$ cat config.mk
export PLATFORM = sky130hd
export DESIGN_NAME = ser_mem_slave
export DESIGN_NICKNAME = d
export VERILOG_FILES = /design/src/rtl/ser_mem_pkg.sv /design/src/rtl/bus_edge_mon.sv /design/src/rtl/pg_buffer.sv /design/src/rtl/ser_mem_slave.sv
export SDC_FILE = /design/constraint.sdc
export NUM_CORES = 1
export LEC_CHECK = 0
export BUFFER_PORTS_ARGS = -buffer_cell sky130_fd_sc_hd__clkbuf_2
export CAP_MARGIN = 10
export CELL_PAD_IN_SITES_DETAIL_PLACEMENT = 0
export CELL_PAD_IN_SITES_GLOBAL_PLACEMENT = 1
export CORE_UTILIZATION = 47
export CTS_BUF_LIST = sky130_fd_sc_hd__clkbuf_16
export CTS_CLUSTER_DIAMETER = 60
export DETAILED_ROUTE_END_ITERATION = 8
export GPL_TIMING_DRIVEN = 0
export PLACE_DENSITY = 0.93
export REMOVE_ABC_BUFFERS = 1
export SYNTH_ARGS = -nofsm -noshare
export SYNTH_HDL_FRONTEND = slang
export SYNTH_HIERARCHICAL = 1
export SYNTH_SLANG_ARGS = --single-unit
$ cat constraint.sdc
create_clock -name clk -period 5.5 [get_ports clk]
set_input_delay 0.275 -clock clk [delete_from_list [all_inputs] [get_ports clk]]
set_output_delay 0.275 -clock clk [all_outputs]
set_load 0.01 [all_outputs]
$ cat src/rtl/ser_mem_pkg.sv
package ser_mem_pkg;
  typedef enum logic [2:0] {
    S_IDLE  = 3'd0,
    S_CTRL  = 3'd1,
    S_WADDR = 3'd2,
    S_WDATA = 3'd3,
    S_RDATA = 3'd4,
    S_WAIT  = 3'd5
  } phase_t;
endpackage

$ cat src/rtl/bus_edge_mon.sv
module bus_edge_mon (
  input  logic clk,
  input  logic rst_n,
  input  logic scl_i,
  input  logic sda_i,
  output logic scl_rise_o,
  output logic scl_fall_o,
  output logic start_o,
  output logic stop_o
);
  logic scl_q, sda_q;

  always_ff @(posedge clk or negedge rst_n) begin
    if (!rst_n) begin
      scl_q <= 1'b1;
      sda_q <= 1'b1;
    end else begin
      scl_q <= scl_i;
      sda_q <= sda_i;
    end
  end

  assign scl_rise_o = !scl_q && scl_i;
  assign scl_fall_o = scl_q && !scl_i;
  assign start_o    = scl_q && scl_i && sda_q && !sda_i;
  assign stop_o     = scl_q && scl_i && !sda_q && sda_i;
endmodule

$ cat src/rtl/pg_buffer.sv
module pg_buffer #(
  parameter int DEPTH = 8,
  parameter int W     = 8,
  localparam int IDX_W = $clog2(DEPTH),
  localparam int CNT_W = $clog2(DEPTH + 1)
) (
  input  logic               clk,
  input  logic               rst_n,
  input  logic               clr_i,
  input  logic               wr_i,
  input  logic [IDX_W-1:0]   idx_i,
  input  logic [W-1:0]       data_i,
  output logic [DEPTH*W-1:0] data_o,
  output logic [DEPTH-1:0]   mask_o,
  output logic [CNT_W-1:0]   cnt_o
);
  logic [CNT_W-1:0] cnt_q, cnt_d;

  for (genvar g = 0; g < DEPTH; g++) begin : g_slot
    logic [W-1:0] byte_q;
    logic         vld_q;
    logic         hit;
    assign hit = wr_i && (idx_i == IDX_W'(g));
    always_ff @(posedge clk or negedge rst_n) begin
      if (!rst_n) begin
        byte_q <= '0;
        vld_q  <= 1'b0;
      end else if (clr_i) begin
        vld_q  <= 1'b0;
      end else if (hit) begin
        byte_q <= data_i;
        vld_q  <= 1'b1;
      end
    end
    assign data_o[g*W +: W] = byte_q;
    assign mask_o[g]        = vld_q;
  end

  always_comb begin
    cnt_d = cnt_q;
    if (clr_i)
      cnt_d = '0;
    else if (wr_i && cnt_q != CNT_W'(DEPTH))
      cnt_d = cnt_q + CNT_W'(1);
  end

  always_ff @(posedge clk or negedge rst_n) begin
    if (!rst_n) cnt_q <= '0;
    else        cnt_q <= cnt_d;
  end

  assign cnt_o = cnt_q;

  p_full_mask_r6: assert property (@(posedge clk) disable iff (!rst_n)
    (cnt_q == CNT_W'(DEPTH)) |-> (&mask_o));
endmodule

$ cat src/rtl/ser_mem_slave.sv
module ser_mem_slave
  import ser_mem_pkg::*;
#(
  parameter logic [6:0] DEV_ID     = 7'h50,
  parameter int         ADDR_W     = 7,
  parameter int         DATA_W     = 8,
  parameter int         PAGE_BYTES = 8,
  localparam int        IDX_W      = $clog2(PAGE_BYTES),
  localparam int        CNT_W      = $clog2(PAGE_BYTES + 1)
) (
  input  logic                         clk,
  input  logic                         rst_n,
  input  logic                         scl_i,
  input  logic                         sda_i,
  output logic                         sda_pull_o,
  input  logic                         busy_i,
  input  logic                         wr_allowed_i,
  output logic [ADDR_W-1:0]            mem_raddr_o,
  input  logic [DATA_W-1:0]            mem_rdata_i,
  output logic                         commit_req_o,
  output logic [ADDR_W-1:0]            commit_base_o,
  output logic [PAGE_BYTES*DATA_W-1:0] commit_data_o,
  output logic [PAGE_BYTES-1:0]        commit_mask_o,
  output logic [CNT_W-1:0]             commit_cnt_o
);
  localparam logic [3:0] LAST_BIT = 4'(DATA_W);

  logic scl_rise, scl_fall, start_det, stop_det;

  bus_edge_mon u_mon (
    .clk        (clk),
    .rst_n      (rst_n),
    .scl_i      (scl_i),
    .sda_i      (sda_i),
    .scl_rise_o (scl_rise),
    .scl_fall_o (scl_fall),
    .start_o    (start_det),
    .stop_o     (stop_det)
  );

  phase_t              state_q, state_d;
  logic [3:0]          cnt_q, cnt_d;
  logic                in_ack_q, in_ack_d;
  logic                pull_q, pull_d;
  logic                mack_q, mack_d;
  logic                commit_q, commit_d;
  logic [DATA_W-1:0]   shreg_q, shreg_d;
  logic [DATA_W-1:0]   txsh_q, txsh_d;
  logic [ADDR_W-1:0]   ptr_q, ptr_d;
  logic                buf_clr, buf_wr;
  logic                rx_phase, addr_hit, give_ack;
  logic [CNT_W-1:0]    buf_cnt;

  pg_buffer #(.DEPTH(PAGE_BYTES), .W(DATA_W)) u_buf (
    .clk    (clk),
    .rst_n  (rst_n),
    .clr_i  (buf_clr),
    .wr_i   (buf_wr),
    .idx_i  (ptr_q[IDX_W-1:0]),
    .data_i (shreg_q),
    .data_o (commit_data_o),
    .mask_o (commit_mask_o),
    .cnt_o  (buf_cnt)
  );

  assign rx_phase = (state_q == S_CTRL) || (state_q == S_WADDR) || (state_q == S_WDATA);
  assign addr_hit = (shreg_q[DATA_W-1:1] == DEV_ID);
  assign give_ack = !busy_i && ((state_q != S_CTRL) || addr_hit);

  always_comb begin
    state_d  = state_q;
    cnt_d    = cnt_q;
    in_ack_d = in_ack_q;
    pull_d   = pull_q;
    mack_d   = mack_q;
    shreg_d  = shreg_q;
    txsh_d   = txsh_q;
    ptr_d    = ptr_q;
    commit_d = 1'b0;
    buf_clr  = 1'b0;
    buf_wr   = 1'b0;
    if (start_det) begin
      state_d  = S_CTRL;
      cnt_d    = '0;
      in_ack_d = 1'b0;
      pull_d   = 1'b0;
    end else if (stop_det) begin
      if (state_q == S_WDATA && buf_cnt != '0 && wr_allowed_i) commit_d = 1'b1;
      state_d  = S_IDLE;
      in_ack_d = 1'b0;
      pull_d   = 1'b0;
    end else if (rx_phase) begin
      if (!in_ack_q) begin
        if (scl_rise && cnt_q != LAST_BIT) begin
          shreg_d = {shreg_q[DATA_W-2:0], sda_i};
          cnt_d   = cnt_q + 4'd1;
        end else if (scl_fall && cnt_q == LAST_BIT) begin
          cnt_d    = '0;
          in_ack_d = give_ack;
          pull_d   = give_ack;
          if (!give_ack) begin
            state_d = S_WAIT;
          end else begin
            case (state_q)
              S_CTRL:  state_d = shreg_q[0] ? S_RDATA : S_WADDR;
              S_WADDR: begin
                ptr_d   = shreg_q[ADDR_W-1:0];
                buf_clr = 1'b1;
                state_d = S_WDATA;
              end
              default: begin
                buf_wr = 1'b1;
                ptr_d  = {ptr_q[ADDR_W-1:IDX_W], ptr_q[IDX_W-1:0] + IDX_W'(1)};
              end
            endcase
          end
        end
      end else if (scl_fall) begin
        in_ack_d = 1'b0;
        pull_d   = 1'b0;
      end
    end else if (state_q == S_RDATA) begin
      if (in_ack_q) begin
        if (scl_rise && !pull_q) mack_d = sda_i;
        if (scl_fall) begin
          in_ack_d = 1'b0;
          if (pull_q || !mack_q) begin
            txsh_d = mem_rdata_i;
            ptr_d  = ptr_q + ADDR_W'(1);
            pull_d = !mem_rdata_i[DATA_W-1];
            cnt_d  = '0;
          end else begin
            pull_d  = 1'b0;
            state_d = S_WAIT;
          end
        end
      end else begin
        if (scl_rise) cnt_d = cnt_q + 4'd1;
        if (scl_fall) begin
          if (cnt_q == LAST_BIT) begin
            pull_d   = 1'b0;
            in_ack_d = 1'b1;
            mack_d   = 1'b1;
          end else begin
            txsh_d = {txsh_q[DATA_W-2:0], 1'b0};
            pull_d = !txsh_q[DATA_W-2];
          end
        end
      end
    end
  end

  always_ff @(posedge clk or negedge rst_n) begin
    if (!rst_n) begin
      state_q  <= S_IDLE;
      cnt_q    <= '0;
      in_ack_q <= 1'b0;
      pull_q   <= 1'b0;
      mack_q   <= 1'b1;
      commit_q <= 1'b0;
      shreg_q  <= '0;
      txsh_q   <= '0;
      ptr_q    <= '0;
    end else begin
      state_q  <= state_d;
      cnt_q    <= cnt_d;
      in_ack_q <= in_ack_d;
      pull_q   <= pull_d;
      mack_q   <= mack_d;
      commit_q <= commit_d;
      shreg_q  <= shreg_d;
      txsh_q   <= txsh_d;
      ptr_q    <= ptr_d;
    end
  end

  assign sda_pull_o    = pull_q;
  assign mem_raddr_o   = ptr_q;
  assign commit_req_o  = commit_q;
  assign commit_base_o = {ptr_q[ADDR_W-1:IDX_W], {IDX_W{1'b0}}};
  assign commit_cnt_o  = buf_cnt;

  p_commit_single_r7: assert property (@(posedge clk) disable iff (!rst_n)
    commit_req_o |=> !commit_req_o);

  p_commit_has_data_r7: assert property (@(posedge clk) disable iff (!rst_n)
    commit_req_o |-> (commit_mask_o != '0));

  p_busy_silent_r4: assert property (@(posedge clk) disable iff (!rst_n)
    (busy_i && rx_phase && !in_ack_q && scl_fall && cnt_q == LAST_BIT && !start_det && !stop_det)
      |=> !sda_pull_o);

  p_steady_while_high_r3: assert property (@(posedge clk) disable iff (!rst_n)
    (scl_i && $past(scl_i) && !$past(start_det || stop_det)) |-> $stable(sda_pull_o));

  p_pull_in_session_r1: assert property (@(posedge clk) disable iff (!rst_n)
    sda_pull_o |-> (state_q != S_IDLE && state_q != S_WAIT));
endmodule

# ---- After elaboration in Yosys (flattened, before gate mapping)
# Index checks and enable logic that the tools add are counted.
dict set report op_classes {
  reduce_logical 78
  n_eq_ne 34
  bitwise_logic 5
  n_addsub 4
  n_mux 104
}
# op n
set ops {}
lappend ops {{$mux W7} 14}
lappend ops {{$mux W1} 63}
lappend ops {{$mux W4} 13}
lappend ops {{$mux W3} 12}
lappend ops {{$reduce_bool A2 Y1} 16}
lappend ops {{$ne A4 B4 Y1 const B} 7}
lappend ops {{$reduce_bool A4 Y1} 6}
lappend ops {{$logic_and A1 B1 Y1} 22}
lappend ops {{$reduce_and A7 Y1} 3}
lappend ops {{$reduce_and A2 Y1} 8}
lappend ops {{$eq A3 B3 Y1 const B} 5}
lappend ops {{$pmux W7 S2} 1}
lappend ops {{$eq A3 B2 Y1 const B} 4}
lappend ops {{$reduce_and A12 Y1} 1}
lappend ops {{$reduce_and A11 Y1} 1}
lappend ops {{$reduce_and A5 Y1} 2}
lappend ops {{$logic_not A1 Y1} 9}
lappend ops {{$reduce_bool A3 Y1} 3}
lappend ops {{$add A4 B1 Y4 const B} 2}
lappend ops {{$ne A2 B2 Y1 const B} 4}
lappend ops {{$reduce_and A8 Y1} 1}
lappend ops {{$add A7 B1 Y7 const B} 1}
lappend ops {{$eq A7 B7 Y1 const B} 1}
lappend ops {{$ne A7 B4 Y1 const B} 1}
lappend ops {{other kinds (16)} 25}
dict set report word_totals {
  inputBits 14
  wordCells 254
  regBits 111
  out_inout_bits 92
}

# ---- Logic depth before layout (Yosys ltp)
# Gate-level depths: netlist of the first run.
dict set report depth {
  word_depth 13
  depth_mapped 10
  mapped_depth_nobuf 8
}

# ---- Cells and area by module
# Netlist of the first run, hierarchy kept.
# mod area_each_um2 seq_area_each_um2 instances cells_per_inst
set by_module_without_submodules {}
lappend by_module_without_submodules {pg_buffer 3031.7 1901.8 1 195}
lappend by_module_without_submodules {ser_mem_slave 2035.7 827.0 1 218}
lappend by_module_without_submodules {bus_edge_mon 85.1 52.6 1 6}

# ---- Worst setup path after synthesis of the first run
# Ideal clock, no wire load.
dict set report synth_path {
  kind {reg-to-reg}
  startpoint {reg u_mon.sda_q}
  endpoint {reg u_buf.g_slot[5].byte_q[0]}
  setup_time_ns 0.125
  slack_ns 2.550
  t_required_ns 5.375
  t_arrival_ns 2.825
  stages_incl_launch_ff 9
  period_less_slack_ns 2.950
  path_buffers 1
  path_cell_list {dfstp_2 > and4b_1 > nor2_1 > nand3_1 > nor4_1 > nor3b_4 > and3_1 > buf_4 > mux2_2}
}
dict set report synth_between {
  elab_chain_cells 7
  elab_cells_between_ends 12
  classes_between {mux: 4; bitwise: 1; reduce/logical: 7}
}
# item line_no
set synth_lines {}
lappend synth_lines {{from (decl)} bus_edge_mon.sv:11} ;# logic scl_q, sda_q;
lappend synth_lines {{from (signal assigned)} bus_edge_mon.sv:19} ;# sda_q <= sda_i;
lappend synth_lines {{$logic_not A1 Y1} bus_edge_mon.sv:26} ;# assign stop_o = scl_q && scl_i && !sda_q && sda_i;
lappend synth_lines {{$logic_and A1 B1 Y1 (2 in a row)} bus_edge_mon.sv:26}
lappend synth_lines {{net stop_det} ser_mem_slave.sv:28} ;# logic scl_rise, scl_fall, start_det, stop_det;
lappend synth_lines {{$mux W1} ser_mem_slave.sv:87} ;# end else if (stop_det) begin
lappend synth_lines {{$mux W1} ser_mem_slave.sv:82} ;# if (start_det) begin
lappend synth_lines {{net buf_wr} ser_mem_slave.sv:50} ;# logic buf_clr, buf_wr;
lappend synth_lines {{$logic_and A1 B1 Y1} pg_buffer.sv:23} ;# assign hit = wr_i && (idx_i == IDX_W'(g));
lappend synth_lines {{$reduce_and A2 Y1 (no source line)} --}
lappend synth_lines {{to (signal assigned)} pg_buffer.sv:31} ;# byte_q <= data_i;
lappend synth_lines {{to (decl)} pg_buffer.sv:20} ;# logic [W-1:0] byte_q;
# The timed path passes the listed nets, and every way through them passes these cells.
# A chain may end at the register's enable or synchronous reset.

# ---- Final worst setup path of the first run
dict set report layout_path {
  startpoint {reg u_mon.sda_q}
  endpoint {reg u_buf.g_slot[5].byte_q[2]}
}
# Same word-level chain as after synthesis.

==> results of run 1 <==
==> state kept, by name, indices dropped and copies added, names as in the netlist <==
signal,count
u_buf/cnt_o,4
cnt_q,4
commit_req_o,1
u_mon/scl_q,1
sda_pull_o,1
u_mon/sda_q,1
u_buf/g_slot.vld_q,8
shreg_q,8
state_q,3
mem_raddr_o,7
mack_q,1
u_buf/g_slot.byte_q,64
in_ack_q,1
txsh_q,7
==> metrics by stage <==
step                utilization, %  total power (W)  area (um2)
global route                  57.1          0.00206        5980
detailed placement            54.1          0.00131        5660
CTS                           57.1          0.00199        5980
finish                        57.1          0.00197        5980
global placement              53.9          0.00129        5640
floorplan                        -          0.00117        4960
==> routing by layer <==
layer  part of all wire, %  track usage [%]
met3                   4.4             3.47
met4                   1.9             8.71
met5                     0                0
met1                    45             29.4
met2                    49             34.2
==> kinds of logic (layout without fill, tap and decap cells) <==
group	Yosys count	count (layout)	share of synthesized area (%)
flip-flops	111	111	54.0
AND/OR/NAND/NOR	105	105	12.8
multiplexers	81	81	17.5
AO/OA/AOI/OAI	71	71	9.20
buffers and inverters	43	133	4.88
adder cells (fa/ha/maj)	5	5	1.21
XOR/XNOR	2	2	0.340
other	1	3	0.0728
==> worst paths after layout <==
path,from,end,slack [ns],cells after the start
worst max-delay path,u_mon/sda_q$_DFF_PN1_,u_buf/g_slot[5].byte_q[2]$_DFFE_PN0P_,1.79,8
worst min-delay path,rst_n,u_buf/g_slot[1].byte_q[0]$_DFFE_PN0P_,-0.01,1
worst max register to register,u_mon/sda_q$_DFF_PN1_,u_buf/g_slot[5].byte_q[2]$_DFFE_PN0P_,1.79,8
worst min register to register,u_buf/g_slot[3].vld_q$_DFFE_PN0P_,u_buf/g_slot[3].vld_q$_DFFE_PN0P_,0.50,1
max in group asynchronous,rst_n,mem_raddr_o[3]$_DFFE_PN0P_,4.85,1
min in group clk,scl_i,u_mon/scl_q$_DFF_PN1_,0.04,1
==> where the power goes <==
group	leakage, nW	internal (W)	switching [W]
clock	0.152	0.000331	0.000343
sequential	1.49	0.000882	0.000157
combinational	1.42	0.000121	0.000136
total	3.07	0.00133	0.000636
==> worst reg2reg max path, stage by stage, from the launching register on <==
cell,delay (ns)
dfstp_2,0.53
and4b_1,0.24
nor2_1,0.44
nand3_1,0.19
nor4_1,0.74
buf_2,0.30
nor3b_4,0.32
and3_1,0.47
mux2_2,0.39
==> layout by cell type (no fill, tap or decap), types with 4 or more instances in the layout <==
cell type  count
ha_1           5
and3_1         5
clkbuf_2     101
mux2_2        73
inv_1         14
a21oi_1       16
mux2i_1        8
nor3_1         7
o21ai_0       22
nor2_1        24
dfrtp_1      108
nand2b_1       5
nand2_1       16
nand3_1        7
nor2b_1        5
clkbuf_16      9
o221ai_1       4
==> final cells by class <==
class,instances,area [um2]
clock buffers,9,225
inverters,14,52.6
fillers,905,4490
clock inverters,7,91.3
repair buffers,103,524
flip-flops and latches,111,2780
multi-input cells,267,2130
well taps,136,170
==> results.cfg, run 1 <==
[run_status]
outcome = finished, violations left
violations = negative hold slack

[timing]
slew_violations = 0
rsz0062_at_grt = false
fin_skew_ns = 0.0124
maxSlewHeadroom_pct = 35.9
period_needed_ns = 3.71
fmax_mhz = 270
setup_viol = 0
finalWorstSetupSlack_ns = 1.79
worst_pin_slew_ns = 0.956
final-hold-violation-count = 3
finalCritPeriodShare_pct = 67.4
fin_tns_setup_ns = 0
whs_ns = -0.0122

[route]
vias_per_cell = 5.55
avgRoutedWirePerCell_um = 17.7
first_pass_iters = 4
drtIter0Drc = 175
drc_errors = 0
num_vias = 3590
drt.antenna.violating_nets = 0
route.final.wire_length_mm = 11.5

[clocking]
cts_resized = 0
cts_buffers = 9
cts_hold_buf = 0
cts_tree = yes
clock_latency_ns = 0.36
cts_buffer_depth = 2
clkTransAtPathRegs_ns = 0.09
cts_root_buffer = clkbuf_16
cts.sink_count = 111
htreeDepth = 3
cts_setup_buffers = 0

[global_routing]
grt_max_degree = 112
antenna_found_initial = 0
grt.overflow.total = 0
grt_usage_pct = 21.5
grt_pass1_wl_mm = 19.0
first_global_vias = 3608

[critical_path]
cp-start-kind = flip-flop
path_max_fanout = 9
max_stage_delay_ns = 0.74
critical_path_buf_inv_count = 1
worst-endpoint-required_ns = 5.75
crit_chain = and4b_1 > nor2_1 > nand3_1 > nor4_1 > buf_2 > nor3b_4 > and3_1 > mux2_2
cp.arrival_ns = 3.96
path_class = reg -> reg
cp_top_family = simple AND/OR/NAND/NOR gates
slowest_stage = nor4_1
end_kind = flip-flop

[yosys]
ys_seq_area_share_pct = 54.0
yosys-top-cells-count = 108 x dfrtp_1, 73 x mux2_2, 24 x nor2_1
synthCells = 419
synth_area_leaders = dfrtp_1 52%, mux2_2 16%, buf_4 2.3%
synthArstFlopShare_pct = 100
syn_area_per_cell_um2 = 12.3
ys_ff_latch = 111
synth_cell_types = 67
netlist_area_mm2 = 0.00515
synth_warnings = 6
synth_top_flop_cell = dfrtp_1
synth_edf_count = 0
synth.top_cell.area_share_pct = 52.5
yosysMostFrequentCell = dfrtp_1
yosysTopAreaCell = dfrtp_1

[run]
max_cap_violations = 0

[floorplan]
num_io_pins = 106
dieArea_mm2 = 0.0114
die_w_um = 107
die_y_um = 107
core_area_mm2 = 0.0105
start_util_pct = 49.2
row_count = 37

[finish]
final_cells = 647
areaGrowthSynthToFinish_pct = 16.0
final_net_count = 525
diodes = 0
drive_above_1_share_pct = 41.3

[min_path]
hold_path_class = in -> async

[power_and_ir_drop]
p_leak_nw = 3.07
p_per_area_mw_per_mm2 = 330
peakVddDrop_uv = 208

[placed_design]
hpwl_mm = 7.58
dp_slack_ns = 1.88
gp_congestion = 0.886
io_buffers = 102
dp_cells = 631
Note: power is estimated with default switching activity, not from simulation.
==> run 2: changes to the inputs <==
--- a/config.mk
+++ b/config.mk
@@ -9,12 +9,12 @@
 export CAP_MARGIN = 10
 export CELL_PAD_IN_SITES_DETAIL_PLACEMENT = 0
 export CELL_PAD_IN_SITES_GLOBAL_PLACEMENT = 1
-export CORE_UTILIZATION = 47
+export CORE_UTILIZATION = 44
 export CTS_BUF_LIST = sky130_fd_sc_hd__clkbuf_16
 export CTS_CLUSTER_DIAMETER = 60
 export DETAILED_ROUTE_END_ITERATION = 8
 export GPL_TIMING_DRIVEN = 0
-export PLACE_DENSITY = 0.93
+export PLACE_DENSITY = 0.88
 export REMOVE_ABC_BUFFERS = 1
 export SYNTH_ARGS = -nofsm -noshare
 export SYNTH_HDL_FRONTEND = slang
==> constraint.sdc (replaced) <==
create_clock -name clk -period 3.7 [get_ports clk]
set_input_delay 0.185 -clock clk [delete_from_list [all_inputs] [get_ports clk]]
set_output_delay 0.185 -clock clk [all_outputs]
set_load 0.01 [all_outputs]
==> run 2 against run 1 <==
The run now ends clean. Die area is 6.7% higher. Routed wire length shrank 1.1%. Final area up 0.36%. Setup slack worse by 1.5 ns. Flip-flop and latch count unchanged. Clock-buffer cell count is the same. Worst hold slack improved by 0.092 ns. Clock skew fell by 0.00077 ns. Critical path depth rose by 1. Critical endpoint is now u_buf/g_slot[2].byte_q[7]$_DFFE_PN0P_. Largest cell class unchanged. Highest routed layer unchanged.
==> results.cfg, run 2 (synthesized netlist as in run 1, its figures left out) <==
[global_routing]
use_met2_pct = 32.0
grt_use_met3_pct = 5.11
grt_util_met1_pct = 27.3
busiest_layer = met2
grt.overflow.total = 0
grt_max_degree = 112
grt_usage_pct = 20.3
antenna_found_initial = 0
first_global_vias = 3456
grt_pass1_wl_mm = 18.4

[timing]
maxSlewHeadroom_pct = 40.7
rsz0062_at_grt = false
final-hold-violation-count = 0
finalCritPeriodShare_pct = 92.3
whs_ns = 0.0801
setup_viol = 0
worst_pin_slew_ns = 0.884
period_needed_ns = 3.42
finalWorstSetupSlack_ns = 0.285
slew_violations = 0
fmax_mhz = 293
fin_skew_ns = 0.0117

[finish]
final_net_count = 527
largest_reg_flops = 64
final_cell_mix = 108 x dfrtp_1, 101 x clkbuf_2, 73 x mux2_2
areaGrowthSynthToFinish_pct = 16.4
drive_above_1_share_pct = 41.1
diodes = 0
final_util_pct = 52.5
fin_area_mm2 = 0.00600
final_cells = 656
final_common_cell = dfrtp_1
largest_register = u_buf/g_slot.byte_q
fillerInstances = 1036
reg.largest.list = u_buf/g_slot.byte_q: 64 flops, shreg_q: 8 flops, u_buf/g_slot.vld_q: 8 flops

[run_status]
outcome = finished clean

[placed_design]
postPlaceCellArea_mm2 = 0.00566
dp_cells = 637
hpwl_mm = 7.63
dp_slack_ns = -0.221
io_buffers = 102
gp_congestion = 0.856

[floorplan]
core_area_mm2 = 0.0114
die_w_um = 110
row_count = 39
die_y_um = 110
num_io_pins = 106
dieArea_mm2 = 0.0121
start_util_pct = 45.1

[power_and_ir_drop]
p_leak_nw = 3.06
peakVddDrop_uv = 288
p_per_area_mw_per_mm2 = 481

[clocking]
cts_buffers = 9
clock_latency_ns = 0.35
clkTransAtPathRegs_ns = 0.07
htreeDepth = 3
cts_root_buffer = clkbuf_16
cts_buffer_depth = 2
cts.sink_count = 111
cts_tree = yes

[route]
avgRoutedWirePerCell_um = 17.3
num_vias = 3557
drt.antenna.violating_nets = 0
vias_per_cell = 5.42
route.final.wire_length_mm = 11.4
drc_errors = 0
drtIter0Drc = 185
first_pass_iters = 4

[critical_path]
path_max_fanout = 12
end_kind = flip-flop
worst-endpoint-required_ns = 3.93
cp.arrival_ns = 3.65
path_class = in -> reg
cp-start-kind = input pin

[run]
max_cap_violations = 0

[min_path]
hold_path_class = in -> reg
run 2: repair_timing:
item,CTS,global route
buffers inserted,0,0
endpoints found under the setup margin,16,8
endpoints found under the hold margin,13,0
resized for setup,1,1
hold buffers,3,0
run 2: power by group:
part	internal, W	switching [W]
sequential	0.00131	0.000235
combinational	0.000181	0.000206
clock	0.000473	0.000476
run 2: final timing paths:
check | depth (start not counted) | startpoint | endpoint | slack (ns)
hold / removal | 3 | mem_rdata_i[0] | txsh_q[0]$_DFFE_PN0P_ | 0.08
setup / recovery | 9 | scl_i | u_buf/g_slot[2].byte_q[7]$_DFFE_PN0P_ | 0.28
setup reg to reg | 7 | u_mon/sda_q$_DFF_PN1_ | u_buf/g_slot[2].byte_q[7]$_DFFE_PN0P_ | 0.32
hold reg to reg | 1 | u_buf/g_slot[7].vld_q$_DFFE_PN0P_ | u_buf/g_slot[7].vld_q$_DFFE_PN0P_ | 0.49
max in group asynchronous | 2 | rst_n | u_buf/g_slot[0].vld_q$_DFFE_PN0P_ | 2.58
min in group asynchronous | 2 | rst_n | sda_pull_o$_DFFE_PN0P_ | 0.53
run 2: critical path, stage by stage:
cell	delay, ns
dlygate4sd3_1	0.53
clkbuf_2	0.13
and4b_1	0.28
nor2_1	0.45
nand3_1	0.25
nor3_2	0.79
and3b_2	0.30
nand2_1	0.32
mux2_2	0.39
run 2: cell type report:
cell class                      instances  area [um2]  share of cell area [%]
Inverter                               14        52.6                   0.876
Clock buffer                            9         225                    3.75
Tap cell                              143         179                    2.98
Timing Repair Buffer                  105         549                    9.16
Sequential cell                       111        2780                    46.4
Multi-Input combinational cell        267        2150                    35.8
Clock inverter                          7        63.8                    1.06
run 2: stage by stage:
step | setup TNS [ns] | total power, W
finish | 0 | 0.00288
global route | 0 | 0.00303
CTS | 0 | 0.00290
detailed placement | -2.53 | 0.00196
global placement | -2.58 | 0.00192
floorplan | 0 | 0.00174
run 2: metal layers:
layer | wire (um) | vias up | part of all wire (%)
met5 | 0 | - | 0
met4 | 95 | 0 | 0.84
met3 | 533 | 7 | 4.7
met2 | 5590 | 86 | 49
met1 | 5140 | 1792 | 45
li1 | - | 1672 | -
==> run 3: changes to the inputs <==
--- a/config.mk
+++ b/config.mk
@@ -9,6 +9,7 @@
 export CAP_MARGIN = 10
 export CELL_PAD_IN_SITES_DETAIL_PLACEMENT = 0
 export CELL_PAD_IN_SITES_GLOBAL_PLACEMENT = 1
+export CORE_MARGIN = 5
 export CORE_UTILIZATION = 44
 export CTS_BUF_LIST = sky130_fd_sc_hd__clkbuf_16
 export CTS_CLUSTER_DIAMETER = 60
==> constraint.sdc (replaced) <==
create_clock -name clk -period 3.6 [get_ports clk]
set_input_delay 0.18 -clock clk [delete_from_list [all_inputs] [get_ports clk]]
set_output_delay 0.18 -clock clk [all_outputs]
set_load 0.01 [all_outputs]
==> run 3 against run 2 <==
Setup slack improved by 0.035 ns. Critical path depth decreased by 2. Clock-buffer cell count unchanged. Critical endpoint is now u_buf/g_slot[5].byte_q[1]$_DFFE_PN0P_. Highest routed layer unchanged.
==> results.cfg, run 3 (synthesized netlist as in run 1, its figures left out) <==
[run_status]
outcome = finished clean

[floorplan]
core_area_mm2 = 0.0115
die_w_um = 118
start_util_pct = 44.9
die_y_um = 118
num_io_pins = 106
row_count = 39
dieArea_mm2 = 0.0140

[route]
route.final.wire_length_mm = 12.1
avgRoutedWirePerCell_um = 18.4
vias_per_cell = 5.47
num_vias = 3596
drt.antenna.violating_nets = 0
drc_errors = 0
drtIter0Drc = 214
first_pass_iters = 4

[timing]
whs_ns = 0.0844
period_needed_ns = 3.28
maxSlewHeadroom_pct = 41.4
rsz0062_at_grt = false
slew_violations = 0
final-hold-violation-count = 0
fmax_mhz = 305
worst_pin_slew_ns = 0.879
fin_skew_ns = 0.0135
setup_viol = 0
finalCritPeriodShare_pct = 91.1
fin_tns_setup_ns = 0

[placed_design]
dp_cells = 638
hpwl_mm = 8.27
io_buffers = 102
gp_congestion = 0.850

[clocking]
clkTransAtPathRegs_ns = 0.08
cts_root_buffer = clkbuf_16
cts_buffers = 9
htreeDepth = 3
cts.sink_count = 111
cts_tree = yes
cts_buffer_depth = 2
clock_latency_ns = 0.36

[finish]
final_cells = 657
final_net_count = 528
largest_reg_flops = 64
final_cell_mix = 108 x dfrtp_1, 101 x clkbuf_2, 73 x mux2_2
largest_register = u_buf/g_slot.byte_q
diodes = 0
final_common_cell = dfrtp_1
multi_input_area_mm2 = 0.00215
areaGrowthSynthToFinish_pct = 17.1
seq_area_mm2 = 0.00278
reg.largest.list = u_buf/g_slot.byte_q: 64 flops, shreg_q: 8 flops, u_buf/g_slot.vld_q: 8 flops
fillerInstances = 975
drive_above_1_share_pct = 41.4

[global_routing]
grt_max_degree = 112
first_global_vias = 3762
antenna_found_initial = 0
grt_usage_pct = 17.4
grt.overflow.total = 0
grt_pass1_wl_mm = 19.6

[critical_path]
endpoint = u_buf/g_slot[5].byte_q[1]$_DFFE_PN0P_
worstSetupPathDepth = 7
cp-start-kind = flip-flop
path_max_fanout = 12
r2r-start = shreg_q[5]$_DFFE_PN0P_
rrSetupSlack_ns = 0.32
critical_path_buf_inv_count = 1
cp.arrival_ns = 3.53
r2r-end = u_buf/g_slot[5].byte_q[1]$_DFFE_PN0P_
cp_top_family = simple AND/OR/NAND/NOR gates
crit_start = shreg_q[5]$_DFFE_PN0P_
end_kind = flip-flop
max_stage_delay_ns = 0.72
slowest_stage = dfrtp_1
r2r_cells = 7
crit_chain = nor4bb_1 > a32oi_1 > nor4_2 > buf_2 > nor3b_4 > and3_1 > mux2_2
worst-endpoint-required_ns = 3.85
path_class = reg -> reg

[min_path]
hold_path_class = in -> reg

[run]
max_cap_violations = 0

[power_and_ir_drop]
peakVddDrop_uv = 277
p_per_area_mw_per_mm2 = 502
p_leak_nw = 3.09
[run 3: final cells by class]
cell class | count | share of cell area (%)
well taps | 143 | 2.97
clock buffers | 9 | 3.73
flip-flops and latches | 111 | 46.1
multi-input cells | 267 | 35.6
clock inverters | 7 | 1.56
inverters | 14 | 0.871
repair buffers | 106 | 9.19
[run 3: worst min-delay path by stage]
| stage | from | endpoint | slack (ns) | depth (start not counted) |
|---|---|---|---|---|
| 2_1_floorplan | rst_n | cnt_q[0]$_DFFE_PN0P_ | -0.12 | 0 |
| 3_3_place_gp | scl_i | u_mon/scl_q$_DFF_PN1_ | 0.31 | 1 |
| 3_5_place_dp | scl_i | u_mon/scl_q$_DFF_PN1_ | 0.31 | 1 |
| 4_1_cts | mem_rdata_i[0] | txsh_q[0]$_DFFE_PN0P_ | 0.09 | 3 |
| 5_1_grt | mem_rdata_i[0] | txsh_q[0]$_DFFE_PN0P_ | 0.13 | 3 |
| 6_report | mem_rdata_i[0] | txsh_q[0]$_DFFE_PN0P_ | 0.08 | 3 |
[run 3: tightest hold or removal path, delay by kind of cell]
kind                   cells  cell delay, ns
buffers and inverters      1            0.07
AND/OR/NAND/NOR            1            0.06
AO/OA/AOI/OAI              1            0.08
[run 3: through the flow]
step	total power, W	utilization [%]	cell area [um2]	worst slack [ns]
floorplan	0.00179	-	4960	0.569
global placement	0.00198	49.3	5650	-0.238
detailed placement	0.00201	49.4	5670	0.114
CTS	0.00305	52.5	6020	0.0686
global route	0.00318	52.6	6030	0.117
finish	0.00303	52.6	6030	0.320
[run 3: timing repair]
item                                   4_1_cts  5_1_grt
setup endpoints to repair                    0       56
setup buffers                                0        0
hold buffers                                 3        0
endpoints found under the hold margin       58        0
gates resized for setup                      0        3
[run 3: routing by layer]
layer | up-vias | global-route usage (%) | wire, um
met1 | 1770 | 22.3 | 5160
met4 | 0 | 7.89 | 348
met5 | - | 0 | 0
li1 | 1672 | - | -
met3 | 26 | 3.92 | 804
met2 | 128 | 28.0 | 5780
[run 3: power breakdown]
| part | internal, W | switching [W] | total [W] | leakage, nW |
|---|---|---|---|---|
| sequential | 0.00135 | 0.000245 | 0.00159 | 1.49 |
| clock | 0.000555 | 0.000478 | 0.00103 | 0.156 |
| combinational | 0.000186 | 0.000215 | 0.000401 | 1.45 |
| total | 0.00209 | 0.000938 | 0.00303 | 3.09 |
